==> config.mk <==
export PLATFORM = sky130hd
export DESIGN_NAME = deadband_inserter
export DESIGN_NICKNAME = d
export VERILOG_FILES = /design/src/rtl/dbi_pkg.sv /design/src/rtl/dbi_edge_delay.sv /design/src/rtl/dbi_out_stage.sv /design/src/rtl/deadband_inserter.sv
export SDC_FILE = /design/constraint.sdc
export NUM_CORES = 1
export LEC_CHECK = 0
export BUFFER_PORTS_ARGS = -buffer_cell sky130_fd_sc_hd__buf_4
export CAP_MARGIN = 40
export CORE_ASPECT_RATIO = 2
export CORE_UTILIZATION = 44
export CTS_CLUSTER_DIAMETER = 60
export DETAILED_ROUTE_END_ITERATION = 12
export GPL_TIMING_DRIVEN = 1
export PLACE_DENSITY = 0.73
export SYNTH_ARGS = -nofsm -noshare
export SYNTH_HDL_FRONTEND = slang
export SYNTH_SLANG_ARGS = --single-unit
==> constraint.sdc <==
create_clock -name clk -period 2.3 [get_ports clk]
set_input_delay 0.115 -clock clk [delete_from_list [all_inputs] [get_ports clk]]
set_output_delay 0.115 -clock clk [all_outputs]
set_load 0.03 [all_outputs]
==> src/rtl/dbi_pkg.sv <==
package dbi_pkg;

    localparam int NUM_SIDES = 2;
    localparam int SIDE_HI   = 0;
    localparam int SIDE_LO   = 1;

    typedef logic [NUM_SIDES-1:0] side_vec_t;

    typedef struct packed {
        logic a;
        logic b;
        logic en;
    } raw_state_t;

endpackage

==> src/rtl/dbi_edge_delay.sv <==
// Delays the rising edge of x_i by dly_i clocks; the falling edge passes
// after the one-clock register stage.
module dbi_edge_delay #(
    parameter int DLY_W = 12
) (
    input  logic             clk,
    input  logic             rst_n,
    input  logic             x_i,
    input  logic [DLY_W-1:0] dly_i,
    output logic             y_o
);

    typedef struct packed {
        logic [DLY_W-1:0] run;
        logic             y;
    } dly_state_t;

    dly_state_t st_d, st_q;

    always_comb begin
        st_d = st_q;
        if (!x_i) begin
            st_d.run = '0;
            st_d.y   = 1'b0;
        end else begin
            st_d.y = (st_q.run >= dly_i);
            if (st_q.run < dly_i) begin
                st_d.run = st_q.run + 1'b1;
            end
        end
    end

    always_ff @(posedge clk or negedge rst_n) begin
        if (!rst_n) begin
            st_q <= '0;
        end else begin
            st_q <= st_d;
        end
    end

    assign y_o = st_q.y;

    // an inactive input drops the output on the next clock
    assert_fall_next_R3: assert property (@(posedge clk) disable iff (!rst_n)
        !x_i |=> !y_o);

    // once high, the output holds while input and delay are steady
    assert_hold_high_R3: assert property (@(posedge clk) disable iff (!rst_n)
        (x_i && y_o && $stable(dly_i)) |=> y_o);

endmodule

==> src/rtl/dbi_out_stage.sv <==
// Per-side fault forcing followed by polarity inversion.
module dbi_out_stage
    import dbi_pkg::*;
(
    input  logic      clk,
    input  logic      rst_n,
    input  side_vec_t pre_i,
    input  logic      fault_i,
    input  side_vec_t fmask_i,
    input  side_vec_t inv_i,
    output side_vec_t pin_o
);

    side_vec_t gated;

    for (genvar g = 0; g < NUM_SIDES; g++) begin : g_side
        always_comb begin
            gated[g] = pre_i[g] & ~(fault_i & fmask_i[g]);
            pin_o[g] = gated[g] ^ inv_i[g];
        end

        // a masked fault leaves the pin at its inactive polarity
        assert_fault_force_R7: assert property (@(posedge clk) disable iff (!rst_n)
            (fault_i && fmask_i[g]) |-> (pin_o[g] == inv_i[g]));

        // without a masked fault the pin is the source with optional inversion
        assert_polarity_R8: assert property (@(posedge clk) disable iff (!rst_n)
            !(fault_i && fmask_i[g]) |-> (pin_o[g] == (pre_i[g] ^ inv_i[g])));
    end

endmodule

==> src/rtl/deadband_inserter.sv <==
module deadband_inserter
    import dbi_pkg::*;
#(
    parameter int DLY_W = 12
) (
    input  logic             clk,
    input  logic             rst_n,
    input  logic             pwm_a_i,
    input  logic             pwm_b_i,
    input  logic             db_en_i,
    input  logic [DLY_W-1:0] rise_dly_i,
    input  logic [DLY_W-1:0] fall_dly_i,
    input  logic             fault_i,
    input  logic [1:0]       fault_mask_i,
    input  logic [1:0]       invert_i,
    output logic             out_hi_o,
    output logic             out_lo_o
);

    raw_state_t raw_d, raw_q;
    logic       hi_dly, lo_dly;
    side_vec_t  pre, pins;

    always_comb begin
        raw_d    = raw_q;
        raw_d.a  = pwm_a_i;
        raw_d.b  = pwm_b_i;
        raw_d.en = db_en_i;
    end

    always_ff @(posedge clk or negedge rst_n) begin
        if (!rst_n) begin
            raw_q <= '0;
        end else begin
            raw_q <= raw_d;
        end
    end

    dbi_edge_delay #(.DLY_W(DLY_W)) u_hi_delay (
        .clk   (clk),
        .rst_n (rst_n),
        .x_i   (pwm_a_i),
        .dly_i (rise_dly_i),
        .y_o   (hi_dly)
    );

    dbi_edge_delay #(.DLY_W(DLY_W)) u_lo_delay (
        .clk   (clk),
        .rst_n (rst_n),
        .x_i   (~pwm_a_i),
        .dly_i (fall_dly_i),
        .y_o   (lo_dly)
    );

    always_comb begin
        pre[SIDE_HI] = raw_q.en ? hi_dly : raw_q.a;
        pre[SIDE_LO] = raw_q.en ? lo_dly : raw_q.b;
    end

    dbi_out_stage u_out (
        .clk     (clk),
        .rst_n   (rst_n),
        .pre_i   (pre),
        .fault_i (fault_i),
        .fmask_i (fault_mask_i),
        .inv_i   (invert_i),
        .pin_o   (pins)
    );

    assign out_hi_o = pins[SIDE_HI];
    assign out_lo_o = pins[SIDE_LO];

    // the two delayed sides never overlap
    assert_nonoverlap_R9: assert property (@(posedge clk) disable iff (!rst_n)
        !(hi_dly && lo_dly));

    // in dead-band mode the low side comes only from the delay path
    assert_b_ignored_R2: assert property (@(posedge clk) disable iff (!rst_n)
        raw_q.en |-> (pre[SIDE_LO] == lo_dly));

endmodule

# Word-level counts from Yosys, hierarchy flattened
# Index checks and enable logic that the tools add are counted.
# classes
n_eq_ne	1
n_reduce_logical	1
magnitude_cmp	4
n_bitwise	8
add_sub_neg	2
mux	6
# ops
cell	n
$mux W13	2
$add A12 B1 Y12 const B	2
$ge A12 B12 Y1	2
$lt A12 B12 Y1	2
$mux W12	2
$and A1 B1 Y1	4
$mux W1	2
$ne A2 B1 Y1 const B	1
$not A1 Y1	2
$reduce_bool A2 Y1	1
$xor A1 B1 Y1	2
# word_totals
inputBits	34
out_inout_bits	2
ff_bits	29

# Logic depth before layout (Yosys ltp)
# depth
depth_word	4
mapped_depth	10
mapped_depth_nobuf	8

# Hierarchy
# Synthesis repeated with hierarchy kept, for this count alone.
# hier_totals
cells_unflattened	244
hier_area_um2	2329.7
# modules_own_cells
module	cells_per_inst	seq_area_each_um2	instances	area_per_inst_um2
dbi_edge_delay	117	325.3	2	1096.1
deadband_inserter	6	75.1	1	101.3
dbi_out_stage	4	0.0	1	36.3

# Worst setup path after synthesis
# No wires, ideal clock.
# synth_path
path_kind	register to register
from	reg u_hi_delay.st_q[2] in the netlist's numbering
to	reg u_hi_delay.st_q[3] in the netlist's numbering
required_time_ns	2.234
arrival_ns	1.838
path_buffers	1
synth_period_minus_slack_ns	1.904
setup_ns	0.066
path_stages_with_launch	9
slack_ns	0.396
cell_sequence	dfrtp_1 > ha_1 > nor2b_1 > o211ai_1 > a21o_2 > nand3_2 > buf_4 > or4b_1 > nand2_1
# synth_between
elab_chain_len	3
elab_cells_between_ends	5
cone_classes	add/sub (1); order compare (1); eq/ne (1); mux (2)
# synth_rtl
element	line	text
from (decl)	dbi_edge_delay.sv:18	dly_state_t st_d, st_q;
from (signal assigned)	dbi_edge_delay.sv:37	st_q <= st_d;
$add A12 B1 Y12	dbi_edge_delay.sv:28	st_d.run = st_q.run + 1'b1;
$mux W12	dbi_edge_delay.sv:27	if (st_q.run < dly_i) begin
$mux W13	dbi_edge_delay.sv:22	if (!x_i) begin
# Several ways; a longest one is shown, not always the timed one. The select of a mux whose other input is x is not followed.
# A chain may end at the register's enable or synchronous reset.

# Final worst setup path
# layout_path
from	reg u_lo_delay.st_q[11] in the netlist's numbering
to	reg u_lo_delay.st_q[12] in the netlist's numbering
# layout_between
elab_chain_len	3
elab_cells_between_ends	5
cone_classes	add/sub (1); order compare (1); mux (2); reduce/logical (1)
# layout_rtl
element	line
from (decl)	dbi_edge_delay.sv:18
from (signal assigned)	dbi_edge_delay.sv:37
$add A12 B1 Y12	dbi_edge_delay.sv:28
$mux W12	dbi_edge_delay.sv:27
$mux W13	dbi_edge_delay.sv:22
# Several ways; a longest one is shown, not always the timed one. The select of a mux whose other input is x is not followed.

==> metrics.csv <==
stage,metric,value,unit
outcome,status,"complete, no violations",
pwr,p_total,1.24,mW
yosys,ys_ff_latch,29,
die,core-area,4380,um^2
cts,htreeDepth,2,
cells_and_area,diodes,0,
grt,grt_pass1_wl,7590,um
pwr,power_leakage,1.25,nW
grt,first_global_vias,1887,
sta,final_max_slew_viol_count,0,
sta,hold_viol_final,0,
setup_path,required,2510,ps
cells_and_area,num-nets-final,328,
setup_path,reg2reg_depth,7,
yosys,netlist-cell-type-count,34,
sta,finalCritPeriodShare,0.941,
cts,clock_latency,280,ps
cells_and_area,seq_area,726,um^2
route,wl_per_cell,13.7,um
setup_path,worstPathArrival,2370,ps
hold_path,hp-class,in2reg,
cts,postCtsSetupBuffers,0,
pwr,p_per_area,492,nW/um^2
die,rows,34,
yosys,yosysSeqAreaShare,0.356,
cts,path_clk_slew,60,ps
sta,fin_skew,8.06,ps
route,drtIter0Drc,40,
place,portBuffers,35,
yosys,ys_warn_count,0,
sta,setup_viol,0,
yosys,syn-cell-area,2040,um^2
pwr,peakVddDrop,0.527,mV
cts,cts_tree,yes,
sta,whs,123,ps
cts,numCtsBuffers,5,
place,post-dp-hpwl,3370,um
setup_path,crit_path_start_kind,register,
die,die_w,50.2,um
route,firstDrtPassIters,4,
sta,clock.fmax,0.462,GHz
grt,grt.overflow.total,0,
setup_path,endpoint_kind,register,
cells_and_area,final_common_cell,buf_4,
die,initial_core_util,0.466,
grt,grt_usage,0.200,
die,fp.dieH,98.3,um
route,via_per_inst,5.48,
cts,cts.sink_count,29,
sta,maxSlewHeadroom,0.749,
cts,cts-root-buf,clkbuf_8,
setup_path,worst-r2r-setup-slack,140,ps
sta,post-route-min-period,2160,ps
place,gp_congestion,0.762,
cells_and_area,final_cell_mix,"buf_4 (38), inv_1 (29), dfrtp_1 (29)",
route,route.detailed.drc,0,
route,ant_nets,0,
yosys,avgSynthCellArea,9.03,um^2
setup_path,r2r_start,u_lo_delay.st_q[11],
setup_path,worstPathMaxFanout,7,
grt,grt_max_degree,31,
die,io_pins,36,
yosys,synth_cells,226,
setup_path,r2r_end,u_lo_delay.st_q[12],
hold_path,worstHoldStart,pwm_a_i,
cells_and_area,area_delta_synth_final,23.2,%
cts,clockBufferDepth,2,
cells_and_area,drive_above_1_share,0.201,
route,vias,1770,
hold_path,min_path_cells,1,
hold_path,holdPathEnd,raw_q[2],
cells_and_area,multiInputGateArea,1180,um^2
sta,tightest_slew,376,ps
sta,fin_setup_tns,0,ps
cells_and_area,fillCellCount,399,
die,die_area,4930,um^2
route,routed_wl,4430,um
setup_path,critPathKind,reg2reg,
job,cap_violations,0,
cells_and_area,finish.utilization,0.574,
yosys,synth_nets,286,
grt,antenna_found_initial,0,
==> worst max-delay path, stage by stage (launching register included) <==
cell and delay, ps:
dfrtp_1 410, ha_1 330, a21oi_1 150, nand2_1 80, a21oi_2 270, nand4_2 250
or4_1 450, a21oi_1 150
==> metrics by stage <==
| step | std cells | instance area [um^2] | setup slack, ps |
|---|---|---|---|
| 2_1_floorplan | 226 | 2040 | 396 |
| 3_3_place_gp | 312 | 2360 | 210 |
| 3_5_place_dp | 312 | 2360 | 121 |
| 4_1_cts | 323 | 2510 | 123 |
| 5_1_grt | 323 | 2510 | -13.7 |
| 6_report | 323 | 2510 | 135 |
==> layer usage <==
| metal | up-vias | part of all wire | global-route usage |
|---|---|---|---|
| met3 | 6 | 0.026 | 0.0249 |
| met5 | - | 0 | 0 |
| met4 | 0 | 0.018 | 0.0989 |
| met2 | 40 | 0.60 | 0.411 |
| met1 | 828 | 0.36 | 0.171 |
| li1 | 896 | - | - |
==> final cells by class <==
type                    count  area share
well taps                  54      0.0269
multi-input cells         162       0.469
clock inverters             1      0.0119
inverters                  29      0.0433
clock buffers               7      0.0343
flip-flops and latches     29       0.289
repair buffers             41       0.125
==> worst max-delay path by stage <==
stage                          end  slack [ps]  cells past startpoint                 from
3_5_place_dp    u_lo_delay.st_q[7]         120                      7  u_lo_delay.st_q[11]
3_3_place_gp   u_lo_delay.st_q[11]         210                      7  u_lo_delay.st_q[11]
5_1_grt         u_lo_delay.st_q[7]         -10                      7  u_lo_delay.st_q[11]
6_report       u_lo_delay.st_q[12]         140                      7  u_lo_delay.st_q[11]
2_1_floorplan   u_hi_delay.st_q[3]         400                      8   u_hi_delay.st_q[2]
4_1_cts        u_lo_delay.st_q[11]         120                      7  u_lo_delay.st_q[11]
==> where the power goes <==
part	internal, mW	switching [mW]
Combinational	0.0823	0.0750
Clock	0.353	0.194
Sequential	0.522	0.0116
Total	0.957	0.281
==> registers in the layout (all words and copies together) (netlist names) <==
signal and count:
raw_q 3, u_hi_delay.st_q 12, u_hi_delay.y_o 1, u_lo_delay.st_q 12, u_lo_delay.y_o 1
==> kinds of logic (layout without fill, tap and decap cells) <==
group / Yosys count / after routing / share of synthesized area
AO/OA/AOI/OAI: 53 / 53 / 0.165
XOR/XNOR: 6 / 6 / 0.0258
adder cells (fa/ha/maj): 26 / 26 / 0.159
buffers and inverters: 35 / 78 / 0.0699
flip-flops: 29 / 29 / 0.356
multiplexers: 4 / 4 / 0.0202
AND/OR/NAND/NOR: 73 / 73 / 0.204
==> Yosys cell counts, drive strengths merged <==
| master | number | area share |
|---|---|---|
| dfrtp | 29 | 0.36 |
| inv | 29 | 0.053 |
| ha | 26 | 0.16 |
| a21oi | 19 | 0.050 |
| nand2 | 14 | 0.026 |
| nand3 | 11 | 0.032 |
| o21ai | 11 | 0.027 |
| nand4 | 10 | 0.034 |
| nor2 | 9 | 0.017 |
| a21boi | 8 | 0.029 |
| or3 | 8 | 0.025 |
| o31ai | 7 | 0.026 |
| or4 | 7 | 0.026 |
| and3 | 3 | 0.0092 |
| buf | 3 | 0.011 |
| clkbuf | 3 | 0.0055 |
| mux2i | 3 | 0.015 |
| nor2b | 3 | 0.0092 |
| o211ai | 3 | 0.011 |
| xnor2 | 3 | 0.013 |
| xor2 | 3 | 0.013 |
| and2 | 2 | 0.0061 |
| and4 | 2 | 0.0086 |
| nor3 | 2 | 0.0049 |
| o21a | 2 | 0.0074 |
| a211o | 1 | 0.0049 |
| a21o | 1 | 0.0043 |
| mux2 | 1 | 0.0055 |
| nand2b | 1 | 0.0031 |
| o21ba | 1 | 0.0049 |
| or4b | 1 | 0.0049 |
==> repair_timing <==
action | 4_1_cts | 5_1_grt
hold buffers | 3 | 0
gates resized for setup | 0 | 1
hold endpoints to repair | 31 | 0
endpoints found under the setup margin | 0 | 3
Note: power is estimated with default switching activity, not from simulation.
